$ cat src/rtl/pcs100_tx_pkg.sv
package pcs100_tx_pkg;

    localparam int NIB_W  = 4;
    localparam int CG_W   = 5;
    localparam int LFSR_W = 11;
    localparam int LFSR_TAP = 9;

    typedef logic [CG_W-1:0] cg_t;

    localparam cg_t CG_IDLE = 5'b11111;
    localparam cg_t CG_J    = 5'b11000;
    localparam cg_t CG_K    = 5'b10001;
    localparam cg_t CG_T    = 5'b01101;
    localparam cg_t CG_R    = 5'b00111;
    localparam cg_t CG_H    = 5'b00100;

    typedef enum logic [1:0] {
        FR_IDLE,
        FR_SEND_K,
        FR_DATA,
        FR_SEND_R
    } fr_state_e;

    typedef enum logic [1:0] {
        LV_ZERO = 2'b00,
        LV_POS  = 2'b01,
        LV_NEG  = 2'b11
    } mlt_lvl_e;

    function automatic cg_t enc_4b5b(input logic [NIB_W-1:0] nib);
        cg_t g;
        case (nib)
            4'h0: g = 5'b11110;
            4'h1: g = 5'b01001;
            4'h2: g = 5'b10100;
            4'h3: g = 5'b10101;
            4'h4: g = 5'b01010;
            4'h5: g = 5'b01011;
            4'h6: g = 5'b01110;
            4'h7: g = 5'b01111;
            4'h8: g = 5'b10010;
            4'h9: g = 5'b10011;
            4'hA: g = 5'b10110;
            4'hB: g = 5'b10111;
            4'hC: g = 5'b11010;
            4'hD: g = 5'b11011;
            4'hE: g = 5'b11100;
            default: g = 5'b11101;
        endcase
        return g;
    endfunction

    function automatic mlt_lvl_e phase_level(input logic [1:0] ph);
        mlt_lvl_e l;
        case (ph)
            2'd1:    l = LV_POS;
            2'd3:    l = LV_NEG;
            default: l = LV_ZERO;
        endcase
        return l;
    endfunction

endpackage

$ cat src/rtl/pcs100_tx_framer.sv
module pcs100_tx_framer
    import pcs100_tx_pkg::*;
(
    input  logic             clk,
    input  logic             rst,
    input  logic             take,
    input  logic             tx_en,
    input  logic             tx_er,
    input  logic [NIB_W-1:0] txd,
    output cg_t              grp_next
);
    fr_state_e st, st_nx;

    always_comb begin
        grp_next = CG_IDLE;
        st_nx    = st;
        case (st)
            FR_IDLE: begin
                if (tx_en) begin
                    grp_next = CG_J;
                    st_nx    = FR_SEND_K;
                end
            end
            FR_SEND_K: begin
                grp_next = CG_K;
                st_nx    = FR_DATA;
            end
            FR_DATA: begin
                if (!tx_en) begin
                    grp_next = CG_T;
                    st_nx    = FR_SEND_R;
                end else if (tx_er) begin
                    grp_next = CG_H;
                end else begin
                    grp_next = enc_4b5b(txd);
                end
            end
            default: begin
                grp_next = CG_R;
                st_nx    = FR_IDLE;
            end
        endcase
    end

    always_ff @(posedge clk) begin
        if (rst) begin
            st <= FR_IDLE;
        end else if (take) begin
            st <= st_nx;
        end
    end

endmodule

$ cat src/rtl/pcs100_tx_serializer.sv
module pcs100_tx_serializer
    import pcs100_tx_pkg::*;
(
    input  logic clk,
    input  logic rst,
    input  cg_t  grp_in,
    output logic take,
    output cg_t  grp_cur,
    output logic code_bit
);
    localparam int CNT_W = $clog2(CG_W);
    localparam logic [CNT_W-1:0] CNT_LAST = CNT_W'(CG_W - 1);

    logic [CNT_W-1:0] cnt;
    cg_t              shreg;

    assign take     = (cnt == '0);
    assign code_bit = shreg[CG_W-1];

    always_ff @(posedge clk) begin
        if (rst) begin
            cnt     <= '0;
            shreg   <= CG_IDLE;
            grp_cur <= CG_IDLE;
        end else begin
            cnt <= (cnt == CNT_LAST) ? '0 : cnt + 1'b1;
            if (take) begin
                shreg   <= grp_in;
                grp_cur <= grp_in;
            end else begin
                shreg <= {shreg[CG_W-2:0], 1'b0};
            end
        end
    end

endmodule

$ cat src/rtl/pcs100_tx_scrambler.sv
module pcs100_tx_scrambler #(
    parameter int          W    = 11,
    parameter int          TAP  = 9,
    parameter logic [W-1:0] SEED = 11'h5A5
) (
    input  logic clk,
    input  logic rst,
    input  logic in_bit,
    output logic out_bit
);
    logic [W-1:0] s;
    logic         fb;

    assign fb      = s[W-1] ^ s[TAP-1];
    assign out_bit = in_bit ^ s[W-1];

    always_ff @(posedge clk) begin
        if (rst) begin
            s <= SEED;
        end else begin
            s <= {s[W-2:0], fb};
        end
    end

endmodule

$ cat src/rtl/pcs100_tx_mlt3.sv
module pcs100_tx_mlt3
    import pcs100_tx_pkg::*;
(
    input  logic       clk,
    input  logic       rst,
    input  logic       in_bit,
    output logic [1:0] lvl
);
    logic [1:0] phase;

    assign lvl = phase_level(phase);

    always_ff @(posedge clk) begin
        if (rst) begin
            phase <= 2'd0;
        end else if (in_bit) begin
            phase <= phase + 2'd1;
        end
    end

endmodule

$ cat src/rtl/pcs100_tx_encoder.sv
module pcs100_tx_encoder
    import pcs100_tx_pkg::*;
#(
    parameter logic [LFSR_W-1:0] LFSR_SEED = 11'h5A5
) (
    input  logic             clk,
    input  logic             rst,
    input  logic             tx_en,
    input  logic             tx_er,
    input  logic [NIB_W-1:0] txd,
    output logic             nib_take,
    output logic [CG_W-1:0]  cg_out,
    output logic             code_bit,
    output logic             scr_bit,
    output logic [1:0]       mlt_lvl
);
    cg_t grp_next;
    cg_t grp_cur;

    pcs100_tx_framer u_framer (
        .clk      (clk),
        .rst      (rst),
        .take     (nib_take),
        .tx_en    (tx_en),
        .tx_er    (tx_er),
        .txd      (txd),
        .grp_next (grp_next)
    );

    pcs100_tx_serializer u_ser (
        .clk      (clk),
        .rst      (rst),
        .grp_in   (grp_next),
        .take     (nib_take),
        .grp_cur  (grp_cur),
        .code_bit (code_bit)
    );

    assign cg_out = grp_cur;

    pcs100_tx_scrambler #(
        .W    (LFSR_W),
        .TAP  (LFSR_TAP),
        .SEED (LFSR_SEED)
    ) u_scr (
        .clk     (clk),
        .rst     (rst),
        .in_bit  (code_bit),
        .out_bit (scr_bit)
    );

    pcs100_tx_mlt3 u_mlt (
        .clk    (clk),
        .rst    (rst),
        .in_bit (scr_bit),
        .lvl    (mlt_lvl)
    );

endmodule

$ cat config.mk
export PLATFORM = sky130hd
export DESIGN_NAME = pcs100_tx_encoder
export DESIGN_NICKNAME = d
export VERILOG_FILES = /design/src/rtl/pcs100_tx_pkg.sv /design/src/rtl/pcs100_tx_framer.sv /design/src/rtl/pcs100_tx_serializer.sv /design/src/rtl/pcs100_tx_scrambler.sv /design/src/rtl/pcs100_tx_mlt3.sv /design/src/rtl/pcs100_tx_encoder.sv
export SDC_FILE = /design/constraint.sdc
export NUM_CORES = 1
export LEC_CHECK = 0
export CORE_MARGIN = 3
export CORE_UTILIZATION = 47
export DETAILED_ROUTE_END_ITERATION = 16
export PLACE_DENSITY = 0.8
export SLEW_MARGIN = 15
export SYNTH_ARGS = -nofsm -noshare
export SYNTH_HDL_FRONTEND = slang
export SYNTH_HIERARCHICAL = 1
export SYNTH_SLANG_ARGS = --single-unit
$ cat constraint.sdc
create_clock -name clk -period 1.5 [get_ports clk]
set_clock_uncertainty 0.15 [all_clocks]
set_input_delay 0.3 -clock clk [delete_from_list [all_inputs] [get_ports clk]]
set_output_delay 0.3 -clock clk [all_outputs]
set_load 0.02 [all_outputs]
# == After elaboration in Yosys (flattened, before gate mapping) ==
# Memory sizes are Yosys's and may differ from the RTL's.
# Index checks and enable logic that the tools add are counted.
# word_totals
reg_bits,28
rom_bits,80
inputBits,8
output_inout_bits,10
word_cells,31
n_memories,1
# mem_list
name,depth,width,rd,rd_clocked_by_memory_dff,write_ports,line,text
(name not given),16,5,1,0,0,pcs100_tx_pkg.sv:32,case (nib)
# op_classes
n_addsub,2
n_eq_ne,7
mux,9
n_bitwise,2
reduce_logical,4
# ops
op,count
$mux 5,3
$pmux 5 s3,1
$pmux 2 s3,1
$eq 2x1->1 const B,2
$eq 2x2->1 const B,2
$mux 2,2
$ne 2x2->1 const B,2
$pmux 2 s2,1
$add 3x1->3 const B,1
$eq 3x3->1 const B,1
$logic_not 3->1,1
$mux 3,1
$reduce_and 3->1,1
$add 2x1->2 const B,1
$logic_not 2->1,1
$reduce_or 2->1,1
$xor 1x1->1,2

# == Logic depth before layout (Yosys ltp) ==
# An unclocked memory read counts as a cell.
# logic_depth
depth_word,5
ltp_mapped,7

# == Hierarchy ==
# The synthesis kept the hierarchy.
# by_module_without_submodules
mod,instances,cells_each,area_each_um2,seq_area_each_um2
pcs100_tx_serializer,1,51,504.2,260.2
pcs100_tx_scrambler,1,25,319.1,220.2
pcs100_tx_framer,1,40,295.3,40.0
pcs100_tx_mlt3,1,10,98.8,40.0

# == Worst setup path before layout ==
# OpenSTA, ideal clock, no wires.
# synth_path
kind,flip-flop to flip-flop
start,register u_ser.cnt[0]
end,register u_framer.st[0]
setup_time_ns,0.121
arrival_time_ns,1.486
required_ns,1.229
setup_slack_ns,-0.257
path_stages_with_launch,8
path_buffers,1
cell_sequence,dfxtp_1 -> inv_1 -> ha_1 -> nand2b_4 -> buf_6 -> inv_1 -> and3_4 -> mux2_4
# synth_via
elab_chain_len,2
# synth_rtl
element,line,text
"start, declared",pcs100_tx_serializer.sv:14,logic [CNT_W-1:0] cnt;
"start signal, assigned",pcs100_tx_serializer.sv:26,cnt <= (cnt == CNT_LAST) ? '0 : cnt + 1'b1;
$logic_not 3->1,pcs100_tx_serializer.sv:17,assign take = (cnt == '0);
via nib_take,pcs100_tx_encoder.sv:11,"output logic nib_take,"
$reduce_and 3->1 (no source line),-,
"end signal, assigned",pcs100_tx_framer.sv:49,st <= st_nx;
"end, declared",pcs100_tx_framer.sv:12,"fr_state_e st, st_nx;"
# The timed path passes the listed nets, and every way through them passes these cells.
# A chain may end at the register's enable or synchronous reset.

# == Worst setup path in the final report ==
# layout_path
start,input port tx_er
end,register u_ser.shreg[2]
# layout_via
elab_chain_len,4
# layout_rtl
element,line,text
"start, declared",pcs100_tx_encoder.sv:9,"input logic tx_er,"
$mux 5,pcs100_tx_framer.sv:32,end else if (tx_er) begin
$mux 5,pcs100_tx_framer.sv:29,if (!tx_en) begin
$pmux 5 s3,pcs100_tx_framer.sv:17,case (st)
via grp_next[2],pcs100_tx_encoder.sv:17,cg_t grp_next;
$mux 5,pcs100_tx_serializer.sv:27,if (take) begin
"end signal, assigned",pcs100_tx_serializer.sv:28,shreg <= grp_in;
"end signal, assigned",pcs100_tx_serializer.sv:31,"shreg <= {shreg[CG_W-2:0], 1'b0};"
"end, declared",pcs100_tx_serializer.sv:15,cg_t shreg;
# The timed path passes the listed nets, and every way through them passes these cells.

==> impl_metrics.py <==
metrics = {
    "worst_setup_path": {
        "crit_type": "input pin to register",
        "worstPathArrival_ps": 1820,
        "rrSetupSlack_ps": -150,
        "crit_path_end_kind": "register",
        "start_kind": "input pin",
        "cp_max_fo": 2,
        "required_ps": 1580,
    },
    "clock_network": {
        "clockBufferDepth": 2,
        "cts.htree.levels": 1,
        "clock-sinks": 28,
        "cts_root_buf": "clkbuf_4",
        "ctsHoldBuffers": 0,
        "clock_latency_ps": 330,
        "cts_tree": "built",
        "clkTransAtPathRegs_ps": 150,
        "cts_made_buffers": 3,
    },
    "global_routing": {
        "grt_max_degree": 18,
        "grt-ovfl-total": 0,
        "track_usage": 0.188,
        "antenna_found_initial": 0,
        "first_global_vias": 1032,
        "grt_pass1_wl_mm": 4.74,
    },
    "drt": {
        "totalWireLength_mm": 3.45,
        "drc": 0,
        "dr_total_vias": 1090,
        "detail_route.iter0.violations": 22,
        "wire_per_inst_um": 16.9,
        "vias_per_cell": 5.34,
        "ant_nets": 0,
        "dr.pass1.iters": 4,
    },
    "timing": {
        "finalHoldViolCount": 0,
        "worst_hold_slack_ps": 264,
        "max_freq_ghz": 0.573,
        "period_needed_ps": 1750,
        "rsz0062_at_grt": "true",
        "report.final.slew_viol_count": 0,
        "setup_slack_ps": -245,
        "min_period_over_period": 1.16,
        "setup_violations": 14,
        "worst_pin_slew_ps": 392,
        "slew_headroom": 0.736,
    },
    "place": {
        "hpwl_mm": 1.65,
        "place_congestion": 0.734,
        "numPortBuffers": 17,
        "dpl_worst_slack_ps": -541,
    },
    "synth": {
        "avgSynthCellArea_um2": 9.66,
        "yosys.area.top_type": "dfxtp_1",
        "syn-instance-count": 126,
        "ys_async_sr_fraction": 0,
        "synthFlopType": "dfxtp_1",
        "yosysSeqAreaShare": 0.460,
        "synth_area_leaders": "dfxtp_1 46%, ha_1 8.2%, a21oi_1 4.9%, nor2_1 4.6%, nor4b_1 2.9%",
        "ys.warnings.count": 6,
        "synth_cell_types": 37,
        "netlist_area_um2": 1220,
        "syn_nets": 142,
        "yosys-top-cells-count": "28 x dfxtp_1, 15 x nor2_1, 12 x a21oi_1",
        "synth.top_cell.area_share": 0.460,
        "synth.most_common_cell": "dfxtp_1",
        "ys_ff_latch": 28,
        "synth-edff-count": 0,
    },
    "floorplan": {
        "dieWidth_um": 56.9,
        "design.core.area_um2": 2340,
        "die_area_um2": 3240,
        "start_util": 0.520,
        "row_count": 17,
        "io_pins": 18,
        "dieHeight_um": 56.9,
    },
    "status": {
        "violations": "negative setup slack",
        "status": "finished, violations left",
    },
    "finish": {
        "final_net_count": 193,
        "area_growth_pct": 60.3,
        "multi_input_area_um2": 811,
        "register_area_um2": 576,
        "drive_gt1_frac": 0.511,
        "n_antenna_cell": 0,
        "final_core_util": 0.834,
        "fillers": 129,
    },
    "pwr": {
        "power.density_nw_per_um2": 1320,
        "power.leakage_nw": 0.814,
        "ir_drop_mv": 1.13,
    },
    "hold_path": {
        "min_path_type": "register to register",
    },
    "run": {
        "cap_viol_max_count": 0,
    },
}
-- critical path, cell delays in order --
cell and delay (ps):
clkdlybuf4s50_1 480, o41ai_2 470, nand2_2 140, nor4b_4 350, a21oi_1 90
-- repair_timing --
| item | CTS | global route |
|---|---|---|
| pin swaps | 15 | 16 |
| resized for setup | 67 | 29 |
| buffers inserted | 11 | 1 |
| endpoints found under the setup margin | 21 | 22 |
-- final cells by class --
class                   instances  share of cell area
multi-input cells              85               0.415
well taps                      28              0.0179
flip-flops and latches         28               0.295
clock inverters                 1              0.0154
clock buffers                   3              0.0115
inverters                       9              0.0256
repair buffers                 50               0.219
-- state kept, by name, indices dropped and copies added, names as in the netlist --
signal	cells
u_ser/cnt	3
u_ser/grp_cur	5
u_ser/shreg	5
u_mlt/phase	2
u_scr/s	11
u_framer/st	2
-- cell families (layout without fill, tap and decap cells) --
kind of cell             after synthesis  after routing  share of synthesized area
buffers and inverters                 13             63                     0.0596
flip-flops                            28             28                      0.460
adder cells (fa/ha/maj)                8              8                     0.0822
AND/OR/NAND/NOR                       49             49                      0.242
multiplexers                           1              1                     0.0123
AO/OA/AOI/OAI                         24             24                      0.122
XOR/XNOR                               3              3                     0.0216
-- report_power, final --
group / switching, mW / total (mW) / internal [mW]
Clock: 0.218 / 0.489 / 0.271
Combinational: 0.538 / 1.14 / 0.602
Sequential: 0.0743 / 0.941 / 0.866
Total: 0.831 / 2.57 / 1.74
-- cell usage in the layout, fill, tap and decap left out, types with 2 or more instances in the layout --
master | Yosys | final
clkbuf_4 | 0 | 3
or2_1 | 5 | 5
or2_4 | 0 | 2
nor2_1 | 15 | 14
nor4b_2 | 0 | 2
dfxtp_2 | 0 | 6
buf_6 | 3 | 8
dfxtp_1 | 28 | 20
inv_2 | 0 | 4
inv_6 | 0 | 2
ha_2 | 0 | 3
nor2b_1 | 5 | 5
buf_4 | 0 | 29
clkdlybuf4s15_1 | 0 | 3
a21oi_1 | 12 | 9
nand3b_1 | 2 | 2
dfxtp_4 | 0 | 2
nor4b_4 | 0 | 2
and2_1 | 2 | 2
nand2b_1 | 2 | 2
a21oi_2 | 0 | 2
clkdlybuf4s50_1 | 0 | 2
nand2b_4 | 1 | 2
ha_4 | 0 | 4
dlygate4sd2_1 | 0 | 6
-- per-layer routing --
layer	vias to the layer above	track usage	wire length, um
li1	527	-	-
met1	525	0.221	1360
met2	28	0.346	1820
met3	10	0.0414	142
met4	0	0.0397	132
met5	-	0	0
-- metrics by stage --
| stage | instance area [um2] | std cells | total power [mW] | TNS [ps] |
|---|---|---|---|---|
| 2_1_floorplan | 1260 | 126 | 1.38 | -127 |
| 3_3_place_gp | 1590 | 189 | 1.67 | -5630 |
| 3_5_place_dp | 1590 | 189 | 1.70 | -6130 |
| 4_1_cts | 1840 | 204 | 2.36 | -510 |
| 5_1_grt | 1950 | 204 | 2.68 | -2260 |
| 6_report | 1950 | 204 | 2.57 | -1420 |
-- final timing paths --
check	from	end	cells past startpoint
setup / recovery	tx_er	u_ser/shreg[2]	5
setup reg to reg	u_framer/st[0]	u_ser/shreg[2]	6
hold reg to reg	u_scr/s[7]	u_scr/s[8]	1
hold / removal	u_scr/s[7]	u_scr/s[8]	1
(Power assumes the default switching activity.)
